## src/rtl/tx_fcs_pkg.sv

```systemverilog
package tx_fcs_pkg;
  localparam int unsigned FCS_BYTES = 4;
  localparam logic [31:0] CRC_POLY = 32'hEDB8_8320;
  localparam logic [31:0] CRC_SEED = 32'hFFFF_FFFF;

  typedef enum logic [1:0] {ST_IDLE, ST_DATA, ST_PAD, ST_FCS} tx_st_e;
  typedef enum logic [1:0] {SEL_DATA, SEL_ZERO, SEL_FCS} out_sel_e;

  function automatic logic [31:0] crc32_step(logic [31:0] c, logic [7:0] d);
    logic [31:0] r;
    r = c ^ {24'd0, d};
    for (int i = 0; i < 8; i++) begin
      r = r[0] ? ((r >> 1) ^ CRC_POLY) : (r >> 1);
    end
    return r;
  endfunction
endpackage

```

## src/rtl/tx_len_check.sv

```systemverilog
module tx_len_check #(
  parameter int unsigned LEN_W   = 11,
  parameter int unsigned MIN_LEN = 3,
  parameter int unsigned MAX_LEN = 1518,
  parameter int unsigned PAD_MIN = 60
) (
  input  logic [LEN_W-1:0] len_i,
  input  logic             pad_en_i,
  output logic             legal_o,
  output logic             pad_need_o
);
  localparam logic [LEN_W-1:0] LoLim  = LEN_W'(MIN_LEN);
  localparam logic [LEN_W-1:0] HiLim  = LEN_W'(MAX_LEN);
  localparam logic [LEN_W-1:0] PadLim = LEN_W'(PAD_MIN);

  assign legal_o    = (len_i >= LoLim) && (len_i <= HiLim);
  assign pad_need_o = pad_en_i && (len_i < PadLim);
endmodule

```

## src/rtl/tx_crc32.sv

```systemverilog
module tx_crc32
  import tx_fcs_pkg::*;
(
  input  logic        clk_i,
  input  logic        rst_ni,
  input  logic        init_i,
  input  logic        en_i,
  input  logic [7:0]  data_i,
  output logic [31:0] crc_o
);
  logic [31:0] crc_q;

  always_ff @(posedge clk_i or negedge rst_ni) begin
    if (!rst_ni)     crc_q <= CRC_SEED;
    else if (init_i) crc_q <= CRC_SEED;
    else if (en_i)   crc_q <= crc32_step(crc_q, data_i);
  end

  assign crc_o = crc_q;
endmodule

```

## src/rtl/tx_out_mux.sv

```systemverilog
module tx_out_mux
  import tx_fcs_pkg::*;
(
  input  out_sel_e    sel_i,
  input  logic [7:0]  in_data_i,
  input  logic [31:0] crc_i,
  input  logic [1:0]  idx_i,
  input  logic        bad_i,
  output logic [7:0]  data_o
);
  logic [7:0] fcs_b [FCS_BYTES];
  logic [7:0] fcs_sel;

  for (genvar g = 0; g < int'(FCS_BYTES); g++) begin : g_fcs
    // good FCS is the inverted register; a forced bad one is its complement
    assign fcs_b[g] = bad_i ? crc_i[8*g +: 8] : ~crc_i[8*g +: 8];
  end

  assign fcs_sel = fcs_b[idx_i];

  always_comb begin
    unique case (sel_i)
      SEL_ZERO: data_o = 8'h00;
      SEL_FCS:  data_o = fcs_sel;
      default:  data_o = in_data_i;
    endcase
  end
endmodule

```

## src/rtl/tx_frame_seq.sv

```systemverilog
module tx_frame_seq
  import tx_fcs_pkg::*;
#(
  parameter int unsigned LEN_W   = 11,
  parameter int unsigned PAD_MIN = 60
) (
  input  logic             clk_i,
  input  logic             rst_ni,
  input  logic             cmd_valid_i,
  output logic             cmd_ready_o,
  input  logic [LEN_W-1:0] cmd_len_i,
  input  logic             cmd_crc_inh_i,
  input  logic             legal_i,
  input  logic             pad_need_i,
  input  logic             in_valid_i,
  output logic             in_ready_o,
  input  logic             late_col_i,
  output logic             out_valid_o,
  input  logic             out_ready_i,
  output logic             out_last_o,
  output out_sel_e         out_sel_o,
  output logic [1:0]       fcs_idx_o,
  output logic             fcs_bad_o,
  output logic             crc_init_o,
  output logic             crc_en_o,
  output logic             sts_ok_o,
  output logic             sts_len_err_o,
  output logic             sts_underrun_o,
  output logic             sts_late_col_o
);
  localparam logic [LEN_W-1:0] PadEnd  = LEN_W'(PAD_MIN - 1);
  localparam logic [1:0]       FcsEnd  = 2'(FCS_BYTES - 1);

  tx_st_e           state_q;
  logic [LEN_W-1:0] len_q, cnt_q;
  logic             pad_need_q, crc_inh_q;
  logic [1:0]       fidx_q;
  logic             abort_q, late_q;
  logic             ok_q, len_err_q, ur_q, lc_q;

  logic cmd_fire, out_fire, data_end, pad_end, underrun, in_body;

  assign cmd_ready_o = (state_q == ST_IDLE);
  assign cmd_fire    = cmd_valid_i && cmd_ready_o;
  assign data_end    = (cnt_q == len_q - 1'b1);
  assign pad_end     = (cnt_q == PadEnd);
  assign in_body     = (state_q == ST_DATA) || (state_q == ST_PAD);
  assign underrun    = (state_q == ST_DATA) && !late_col_i && out_ready_i && !in_valid_i;

  always_comb begin
    out_valid_o = 1'b0;
    out_last_o  = 1'b0;
    out_sel_o   = SEL_DATA;
    in_ready_o  = 1'b0;
    unique case (state_q)
      ST_DATA: begin
        out_valid_o = in_valid_i && !late_col_i;
        in_ready_o  = out_ready_i && !late_col_i;
        out_last_o  = data_end && !pad_need_q && crc_inh_q;
      end
      ST_PAD: begin
        out_valid_o = !late_col_i;
        out_sel_o   = SEL_ZERO;
        out_last_o  = pad_end && crc_inh_q;
      end
      ST_FCS: begin
        out_valid_o = 1'b1;
        out_sel_o   = SEL_FCS;
        out_last_o  = (fidx_q == FcsEnd);
      end
      default: ;
    endcase
  end

  assign out_fire   = out_valid_o && out_ready_i;
  assign crc_init_o = cmd_fire;
  assign crc_en_o   = out_fire && in_body;
  assign fcs_idx_o  = fidx_q;
  assign fcs_bad_o  = abort_q;

  always_ff @(posedge clk_i or negedge rst_ni) begin
    if (!rst_ni) begin
      state_q    <= ST_IDLE;
      len_q      <= '0;
      cnt_q      <= '0;
      pad_need_q <= 1'b0;
      crc_inh_q  <= 1'b0;
      fidx_q     <= '0;
      abort_q    <= 1'b0;
      late_q     <= 1'b0;
      ok_q       <= 1'b0;
      len_err_q  <= 1'b0;
      ur_q       <= 1'b0;
      lc_q       <= 1'b0;
    end else begin
      ok_q      <= 1'b0;
      len_err_q <= 1'b0;
      ur_q      <= 1'b0;
      lc_q      <= 1'b0;
      unique case (state_q)
        ST_IDLE: begin
          if (cmd_fire) begin
            if (legal_i) begin
              state_q    <= ST_DATA;
              len_q      <= cmd_len_i;
              pad_need_q <= pad_need_i;
              crc_inh_q  <= cmd_crc_inh_i;
              cnt_q      <= '0;
              fidx_q     <= '0;
              abort_q    <= 1'b0;
              late_q     <= 1'b0;
            end else begin
              len_err_q <= 1'b1;
            end
          end
        end
        ST_DATA: begin
          if (late_col_i) begin
            state_q <= ST_FCS;
            abort_q <= 1'b1;
            late_q  <= 1'b1;
          end else if (underrun) begin
            state_q <= ST_FCS;
            abort_q <= 1'b1;
          end else if (out_fire) begin
            cnt_q <= cnt_q + 1'b1;
            if (data_end) begin
              if (pad_need_q)      state_q <= ST_PAD;
              else if (!crc_inh_q) state_q <= ST_FCS;
              else begin
                state_q <= ST_IDLE;
                ok_q    <= 1'b1;
              end
            end
          end
        end
        ST_PAD: begin
          if (late_col_i) begin
            state_q <= ST_FCS;
            abort_q <= 1'b1;
            late_q  <= 1'b1;
          end else if (out_fire) begin
            cnt_q <= cnt_q + 1'b1;
            if (pad_end) begin
              if (!crc_inh_q) state_q <= ST_FCS;
              else begin
                state_q <= ST_IDLE;
                ok_q    <= 1'b1;
              end
            end
          end
        end
        ST_FCS: begin
          if (out_fire) begin
            fidx_q <= fidx_q + 1'b1;
            if (fidx_q == FcsEnd) begin
              state_q <= ST_IDLE;
              ok_q    <= !abort_q;
              ur_q    <= abort_q && !late_q;
              lc_q    <= abort_q && late_q;
            end
          end
        end
        default: state_q <= ST_IDLE;
      endcase
    end
  end

  assign sts_ok_o       = ok_q;
  assign sts_len_err_o  = len_err_q;
  assign sts_underrun_o = ur_q;
  assign sts_late_col_o = lc_q;

  AST_LEN_REJECT: assert property (@(posedge clk_i) disable iff (!rst_ni)
    cmd_fire && !legal_i |=> state_q == ST_IDLE);

  AST_DATA_BOUND: assert property (@(posedge clk_i) disable iff (!rst_ni)
    state_q == ST_DATA |-> cnt_q < len_q);

  AST_PAD_REACHED: assert property (@(posedge clk_i) disable iff (!rst_ni)
    state_q == ST_FCS && pad_need_q && !abort_q |-> cnt_q == LEN_W'(PAD_MIN));

  AST_NO_FCS_INH: assert property (@(posedge clk_i) disable iff (!rst_ni)
    state_q == ST_FCS |-> !crc_inh_q || abort_q);

  AST_LATE_ABORT: assert property (@(posedge clk_i) disable iff (!rst_ni)
    in_body && late_col_i |=> state_q == ST_FCS && abort_q);

  AST_END_STATUS: assert property (@(posedge clk_i) disable iff (!rst_ni)
    out_fire && out_last_o |=> $countones({ok_q, ur_q, lc_q}) == 1);

  AST_ONE_STATUS: assert property (@(posedge clk_i) disable iff (!rst_ni)
    $onehot0({ok_q, len_err_q, ur_q, lc_q}));
endmodule

```

## src/rtl/tx_fcs_framer.sv

```systemverilog
module tx_fcs_framer
  import tx_fcs_pkg::*;
#(
  parameter int unsigned LEN_W   = 11,
  parameter int unsigned MIN_LEN = 3,
  parameter int unsigned MAX_LEN = 1518,
  parameter int unsigned PAD_MIN = 60
) (
  input  logic             clk_i,
  input  logic             rst_ni,
  input  logic             cmd_valid_i,
  output logic             cmd_ready_o,
  input  logic [LEN_W-1:0] cmd_len_i,
  input  logic             cmd_pad_en_i,
  input  logic             cmd_crc_inh_i,
  input  logic             in_valid_i,
  output logic             in_ready_o,
  input  logic [7:0]       in_data_i,
  input  logic             late_col_i,
  output logic             out_valid_o,
  input  logic             out_ready_i,
  output logic [7:0]       out_data_o,
  output logic             out_last_o,
  output logic             sts_ok_o,
  output logic             sts_len_err_o,
  output logic             sts_underrun_o,
  output logic             sts_late_col_o
);
  logic        legal, pad_need, crc_init, crc_en, fcs_bad;
  logic [1:0]  fcs_idx;
  logic [31:0] crc;
  out_sel_e    out_sel;

  tx_len_check #(.LEN_W(LEN_W), .MIN_LEN(MIN_LEN), .MAX_LEN(MAX_LEN), .PAD_MIN(PAD_MIN)) u_len (
    .len_i(cmd_len_i), .pad_en_i(cmd_pad_en_i), .legal_o(legal), .pad_need_o(pad_need)
  );

  tx_frame_seq #(.LEN_W(LEN_W), .PAD_MIN(PAD_MIN)) u_seq (
    .clk_i, .rst_ni,
    .cmd_valid_i, .cmd_ready_o, .cmd_len_i, .cmd_crc_inh_i,
    .legal_i(legal), .pad_need_i(pad_need),
    .in_valid_i, .in_ready_o, .late_col_i,
    .out_valid_o, .out_ready_i, .out_last_o,
    .out_sel_o(out_sel), .fcs_idx_o(fcs_idx), .fcs_bad_o(fcs_bad),
    .crc_init_o(crc_init), .crc_en_o(crc_en),
    .sts_ok_o, .sts_len_err_o, .sts_underrun_o, .sts_late_col_o
  );

  tx_crc32 u_crc (
    .clk_i, .rst_ni, .init_i(crc_init), .en_i(crc_en), .data_i(out_data_o), .crc_o(crc)
  );

  tx_out_mux u_mux (
    .sel_i(out_sel), .in_data_i, .crc_i(crc), .idx_i(fcs_idx), .bad_i(fcs_bad), .data_o(out_data_o)
  );
endmodule

```

## config.mk

```make
export PLATFORM = sky130hd
export DESIGN_NAME = tx_fcs_framer
export DESIGN_NICKNAME = d
export VERILOG_FILES = /design/src/rtl/tx_fcs_pkg.sv /design/src/rtl/tx_len_check.sv /design/src/rtl/tx_crc32.sv /design/src/rtl/tx_out_mux.sv /design/src/rtl/tx_frame_seq.sv /design/src/rtl/tx_fcs_framer.sv
export SDC_FILE = /design/constraint.sdc
export NUM_CORES = 1
export LEC_CHECK = 0
export BUFFER_PORTS_ARGS = -buffer_cell sky130_fd_sc_hd__buf_2
export CORE_ASPECT_RATIO = 1.4
export CORE_MARGIN = 10
export CORE_UTILIZATION = 35
export DETAILED_ROUTE_END_ITERATION = 12
export SLEW_MARGIN = 40
export SYNTH_ARGS = -nofsm -noshare
export SYNTH_HDL_FRONTEND = slang
export SYNTH_HIERARCHICAL = 1
export SYNTH_SLANG_ARGS = --single-unit
```

## constraint.sdc

```tcl
create_clock -name clk_i -period 9.95 [get_ports clk_i]
set_clock_uncertainty 0.15 [all_clocks]
set_input_delay 1.99 -clock clk_i [delete_from_list [all_inputs] [get_ports clk_i]]
set_output_delay 1.99 -clock clk_i [all_outputs]
set_load 0.005 [all_outputs]
```

* Word-level counts from Yosys, hierarchy flattened
Index checks and enable logic that the tools add are counted.
** Operators by class
- Order comparisons :: 4
- Multiplexer cells :: 75
- $add $sub $neg :: 3
- Eq/ne operators :: 22
- Bitwise gates (word level) :: 14
- Reduce and logical (&&, ||, !) cells :: 33
** Operator list (count)
- $mux W32 :: 10
- $not A13 Y14 :: 8
- $mux W11 :: 6
- $mux W8 :: 6
- $pmux W11 S3 :: 1
- $mux W2 :: 16
- $not A8 Y8 :: 4
- $xor A32 B8 Y32 :: 1
- $mux W1 :: 26
- $bmux W8 S2 :: 1
- $pmux W8 S2 :: 1
- $logic_and A1 B1 Y1 :: 15
- $ne A2 B2 Y1 const B :: 6
- $pmux W1 S3 :: 4
- $add A11 B1 Y11 const B :: 1
- $eq A11 B11 Y1 :: 1
- $eq A11 B6 Y1 const B :: 1
- $ge A11 B2 Y1 const B :: 1
- $le A11 B11 Y1 const B :: 1
- $lt A11 B6 Y1 const B :: 1
- $sub A11 B1 Y11 const B :: 1
- $ne A3 B2 Y1 const B :: 3
- $eq A2 B2 Y1 const B :: 4
- $ne A4 B2 Y1 const B :: 2
- 19 further kinds :: 30
** Word-level totals
- Bits in registers :: 66
- Logic and storage cells :: 164
- Output and inout port bits :: 16

* Logic depth before layout (Yosys ltp)
- Depth after elaboration :: 25
- Gate-level depth with buffers :: 13

* By module
Netlist, hierarchy kept.
** By module, submodules not included
- tx_frame_seq :: area each 2175.8 µm², cells each 227, times used 1
- tx_crc32 :: area each 2078.2 µm², cells each 192, times used 1
- tx_out_mux :: area each 380.4 µm², cells each 32, times used 1
- tx_len_check :: area each 67.6 µm², cells each 11, times used 1

* Worst setup path after synthesis
Ideal clock, no wire load.
- Kind :: input port to output port
- Start :: input in_valid_i
- End :: output out_valid_o
- Setup slack :: 5.464 ns
- Arrival time :: 2.346 ns
- Stages :: 3
- Buffers on the path :: 0
- Data required time :: 7.810 ns
- Cell sequence :: a21oi_1 > o21bai_1 > and2_1
** Between the ends
- Cells in the longest elaborated chain, start to end :: 2
** RTL lines
- from (decl) :: line tx_fcs_framer.sv:16 : input logic in_valid_i,
- $logic_and A1 B1 Y1 :: line tx_frame_seq.sv:57 : out_valid_o = in_valid_i && !late_col_i;
- $pmux W1 S3 :: line tx_frame_seq.sv:55 : unique case (state_q)
- to (decl) :: line tx_fcs_framer.sv:20 : output logic out_valid_o,
Every way passes these cells.

* Worst setup path after layout
- Start :: register u_seq.len_q[0]
- End :: output out_last_o
** Between the ends
- Cells in the longest elaborated chain, start to end :: 5
** RTL lines
- from (decl) :: line tx_frame_seq.sv:35 : logic [LEN_W-1:0] len_q, cnt_q;
- from (signal assigned) :: line tx_frame_seq.sv:105 : len_q <= cmd_len_i;
- $sub A11 B1 Y11 :: line tx_frame_seq.sv:45 : assign data_end = (cnt_q == len_q - 1'b1);
- $eq A11 B11 Y1 :: line tx_frame_seq.sv:45
- $logic_and A1 B1 Y1 (2 in series) :: line tx_frame_seq.sv:59 : out_last_o = data_end && !pad_need_q && crc_inh_q;
- $pmux W1 S3 :: line tx_frame_seq.sv:55
- to (decl) :: line tx_fcs_framer.sv:23 : output logic out_last_o,
Every way passes these cells.

==> results_dict.tcl <==
set metrics [dict create \
    final_period_minus_worst_setup_slack_ps 5080 \
    grt_setup_unrepaired "false" \
    cp_cell_sequence "inv_1 -> ha_1 -> nor3b_1 -> a21oi_1 -> nor3b_1 -> nor2_1 -> a2111o_1 -> a221oi_2 -> buf_2" \
    detail_route.first_pass.iterations 4 \
    crit_top_cell "nor3b_1" \
    synthesized_flop_and_latch_total 66 \
    slew_headroom_pct 44.5 \
    startpoint_type "flop" \
    synth_top_area_cell "dfrtp_1" \
    grt_pass1_vias 3764 \
    max_freq_mhz 197 \
    post_synth.cell_area_avg_um2 10.2 \
    floorplan.die_area_um2 18500 \
    die_width_um 118 \
    dieHeight_um 157 \
    drcViolationCount 0 \
    placement.io_buffers 42 \
    wl_per_cell_um 17.1 \
    antenna_cells 0 \
    place_congestion 0.815 \
    worst_hold_slack_ps 389 \
    post_cts_resize_count 0 \
    finalMaxSlewViolations 0 \
    worstPathBufferInverterCount 2 \
    synth-edff-count 0 \
    synthTopCellsByArea "dfrtp_1 (18%), dfstp_2 (18%), xnor2_1 (10%), xor2_1 (4.5%), a21oi_1 (3.9%)" \
    synthDistinctLibCells 65 \
    syn-instance-count 462 \
    core_area_um2 13300 \
    areaGrowthSynthToFinish_pct 14.8 \
    post_drt_via_cell_ratio 5.21 \
    cts-buffers-inserted 9 \
    ctsHoldBuffers 0 \
    nature_of_the_critical_path_endpoint "output port" \
    placement_rows 50 \
    netlist_area_um2 4700 \
    num_io_pins 43 \
    grtUsageTotal_pct 13.0 \
    critical-path-top-delay-family "simple AND/OR/NAND/NOR gates" \
    insertion_delay_ps 340 \
    synth_sequential_area_ratio_pct 36.0 \
    synthesis.yosys.warnings 6 \
    ctsRootBufferMaster "clkbuf_16" \
    synth_ff_type "dfrtp_1" \
    first_iter_violations 200 \
    global_route.overflow_total 0 \
    clk_transition_reported_paths_ps 50 \
    final_layout_size_suffix_gt1_share_pct 31.2 \
    finalHoldViolCount 0 \
    final_min_period_over_clock_period_pct 51.0 \
    timing.max_cap.violations 0 \
    grt_first_pass_wirelength_um 19600 \
    antenna_left 0 \
    critical_setup_path_kind "flop to output port" \
    postCtsSetupRepairBufs 0 \
    hp-class "flop to flop" \
    floorplan.initialDensity_pct 35.5 \
    fin_nets 533 \
    cts_sinks 66 \
    place_area_um2 5080 \
    slowest_stage_delay_cp_ps 430 \
    critical_path_arrival_ps 2940 \
    vias 3572 \
    setup_viol_count_final 0 \
    crit_slowest_cell "dfrtp_1" \
    timing_worst_slew_pin_value_ps 829 \
    timing.critical_path.fanout_max 7 \
    filler_cell_count 1335 \
    postLayoutCellArea_um2 5400 \
    place_hpwl_um 8610 \
    ys_async_sr_fraction_pct 100 \
    pin_count_of_the_biggest_net_entering_global_routing 67 \
    result_of_the_run "finished, final reports clean" \
    synth_top_area_share_pct 18.1 \
    synthesis.nets 497 \
    antenna_found_initial 0 \
    cp.required_ps 7810 \
    finalSetupTns_ps 0 \
    cts_max_level 3 \
    clock_path_buffers 2 \
    drt_wl_total_um 11700 \
    tritoncts "done" \
]
cell usage after synthesis, types with 2 or more instances:
library cell / n
a211o_1: 6
a21boi_0: 3
a21oi_1: 37
a221oi_1: 2
a22o_2: 7
a31o_2: 2
a41oi_1: 2
and2_1: 7
and3_1: 4
buf_1: 4
buf_2: 3
clkbuf_1: 12
dfrtp_1: 34
dfstp_2: 32
ha_1: 8
inv_1: 17
mux2_2: 13
mux2i_1: 2
mux4_2: 8
nand2_1: 20
nand2b_1: 2
nand3_1: 8
nand4_1: 3
nor2_1: 34
nor2b_1: 8
nor3_1: 11
nor3b_1: 2
nor4_1: 6
o211ai_1: 2
o21ai_0: 16
o21ai_1: 3
o21bai_1: 2
o221ai_1: 2
o31ai_1: 3
or2_2: 14
or4_1: 5
xnor2_1: 55
xnor2_2: 11
xnor2_4: 3
xor2_1: 24
sequential cells by signal, summed over array words and instances, names as in the netlist:
signal and flops:
u_crc/crc_o 32, u_seq/cnt_q 11, u_seq/crc_inh_q 1, u_seq/fcs_bad_o 1
u_seq/fcs_idx_o 2, u_seq/late_q 1, u_seq/len_q 11, u_seq/pad_need_q 1
u_seq/state_q 2, u_seq/sts_late_col_o 1, u_seq/sts_len_err_o 1, u_seq/sts_ok_o 1
u_seq/sts_underrun_o 1
stage by stage:
stage	instances	worst slack (ps)	util (%)
after floorplan	462	5460	-
after detailed placement	669	5070	38.3
final	685	4870	40.7
after global routing	685	4660	40.7
after global placement	669	5080	38.3
after CTS	685	4880	40.7
path summary, 6_finish.rpt:
path	cells past startpoint	startpoint	slack, ps	end
worst min register to register	1	u_seq/len_q[10]$_DFFE_PN0P_	390	u_seq/len_q[10]$_DFFE_PN0P_
max in group asynchronous	2	rst_ni	7620	u_seq/state_q[0]$_DFFE_PN0P_
worst max register to register	11	u_seq/state_q[0]$_DFFE_PN0P_	5840	u_crc/crc_o[24]$_DFFE_PN1P_
min in group asynchronous	2	rst_ni	1620	u_seq/sts_ok_o$_DFF_PN0_
worst max-delay path	9	u_seq/len_q[0]$_DFFE_PN0P_	4870	out_last_o
worst min-delay path	1	u_seq/len_q[10]$_DFFE_PN0P_	390	u_seq/len_q[10]$_DFFE_PN0P_
layout make-up:
type | count | area [um2] | share of cell area (%)
Sequential cell | 66 | 1690 | 31.3
Clock buffer | 16 | 314 | 5.82
Tap cell | 182 | 228 | 4.22
Timing Repair Buffer | 46 | 244 | 4.52
Multi-Input combinational cell | 358 | 2860 | 52.9
Inverter | 17 | 63.8 | 1.18
cell usage in the layout, fill, tap and decap left out, types with 7 or more instances in the layout:
| cell | synthesis | routed |
|---|---|---|
| dfstp_2 | 32 | 32 |
| a21oi_1 | 37 | 37 |
| o21ai_0 | 16 | 16 |
| xnor2_2 | 11 | 11 |
| xnor2_1 | 55 | 55 |
| ha_1 | 8 | 8 |
| a22o_2 | 7 | 7 |
| nor3_1 | 11 | 11 |
| buf_2 | 3 | 42 |
| nor2_1 | 34 | 34 |
| and2_1 | 7 | 7 |
| mux2_2 | 13 | 13 |
| inv_1 | 17 | 17 |
| nand2_1 | 20 | 20 |
| or2_2 | 14 | 14 |
| mux4_2 | 8 | 8 |
| nor2b_1 | 8 | 8 |
| clkbuf_16 | 0 | 11 |
| dfrtp_1 | 34 | 34 |
| nand3_1 | 8 | 8 |
| xor2_1 | 24 | 24 |
cells by family (layout without fill, tap and decap cells):
group,after synthesis,after routing,share of synthesized area [%]
adder cells (fa/ha/maj),8,8,2.13
AO/OA/AOI/OAI,100,100,14.7
XOR/XNOR,95,95,21.3
multiplexers,24,24,7.61
AND/OR/NAND/NOR,131,131,15.0
buffers and inverters,38,79,3.30
flip-flops,66,66,36.0
per-layer routing:
| metal | GRT usage [%] | part of all wire (%) |
|---|---|---|
| met5 | 0 | 0 |
| met4 | 4.78 | 2.1 |
| met3 | 2.90 | 3.5 |
| met2 | 23.5 | 52 |
| met1 | 14.6 | 42 |
Power is left out: the tool's default activity adds up to more than one toggle a clock period on the data nets, which glitch-free logic cannot reach.
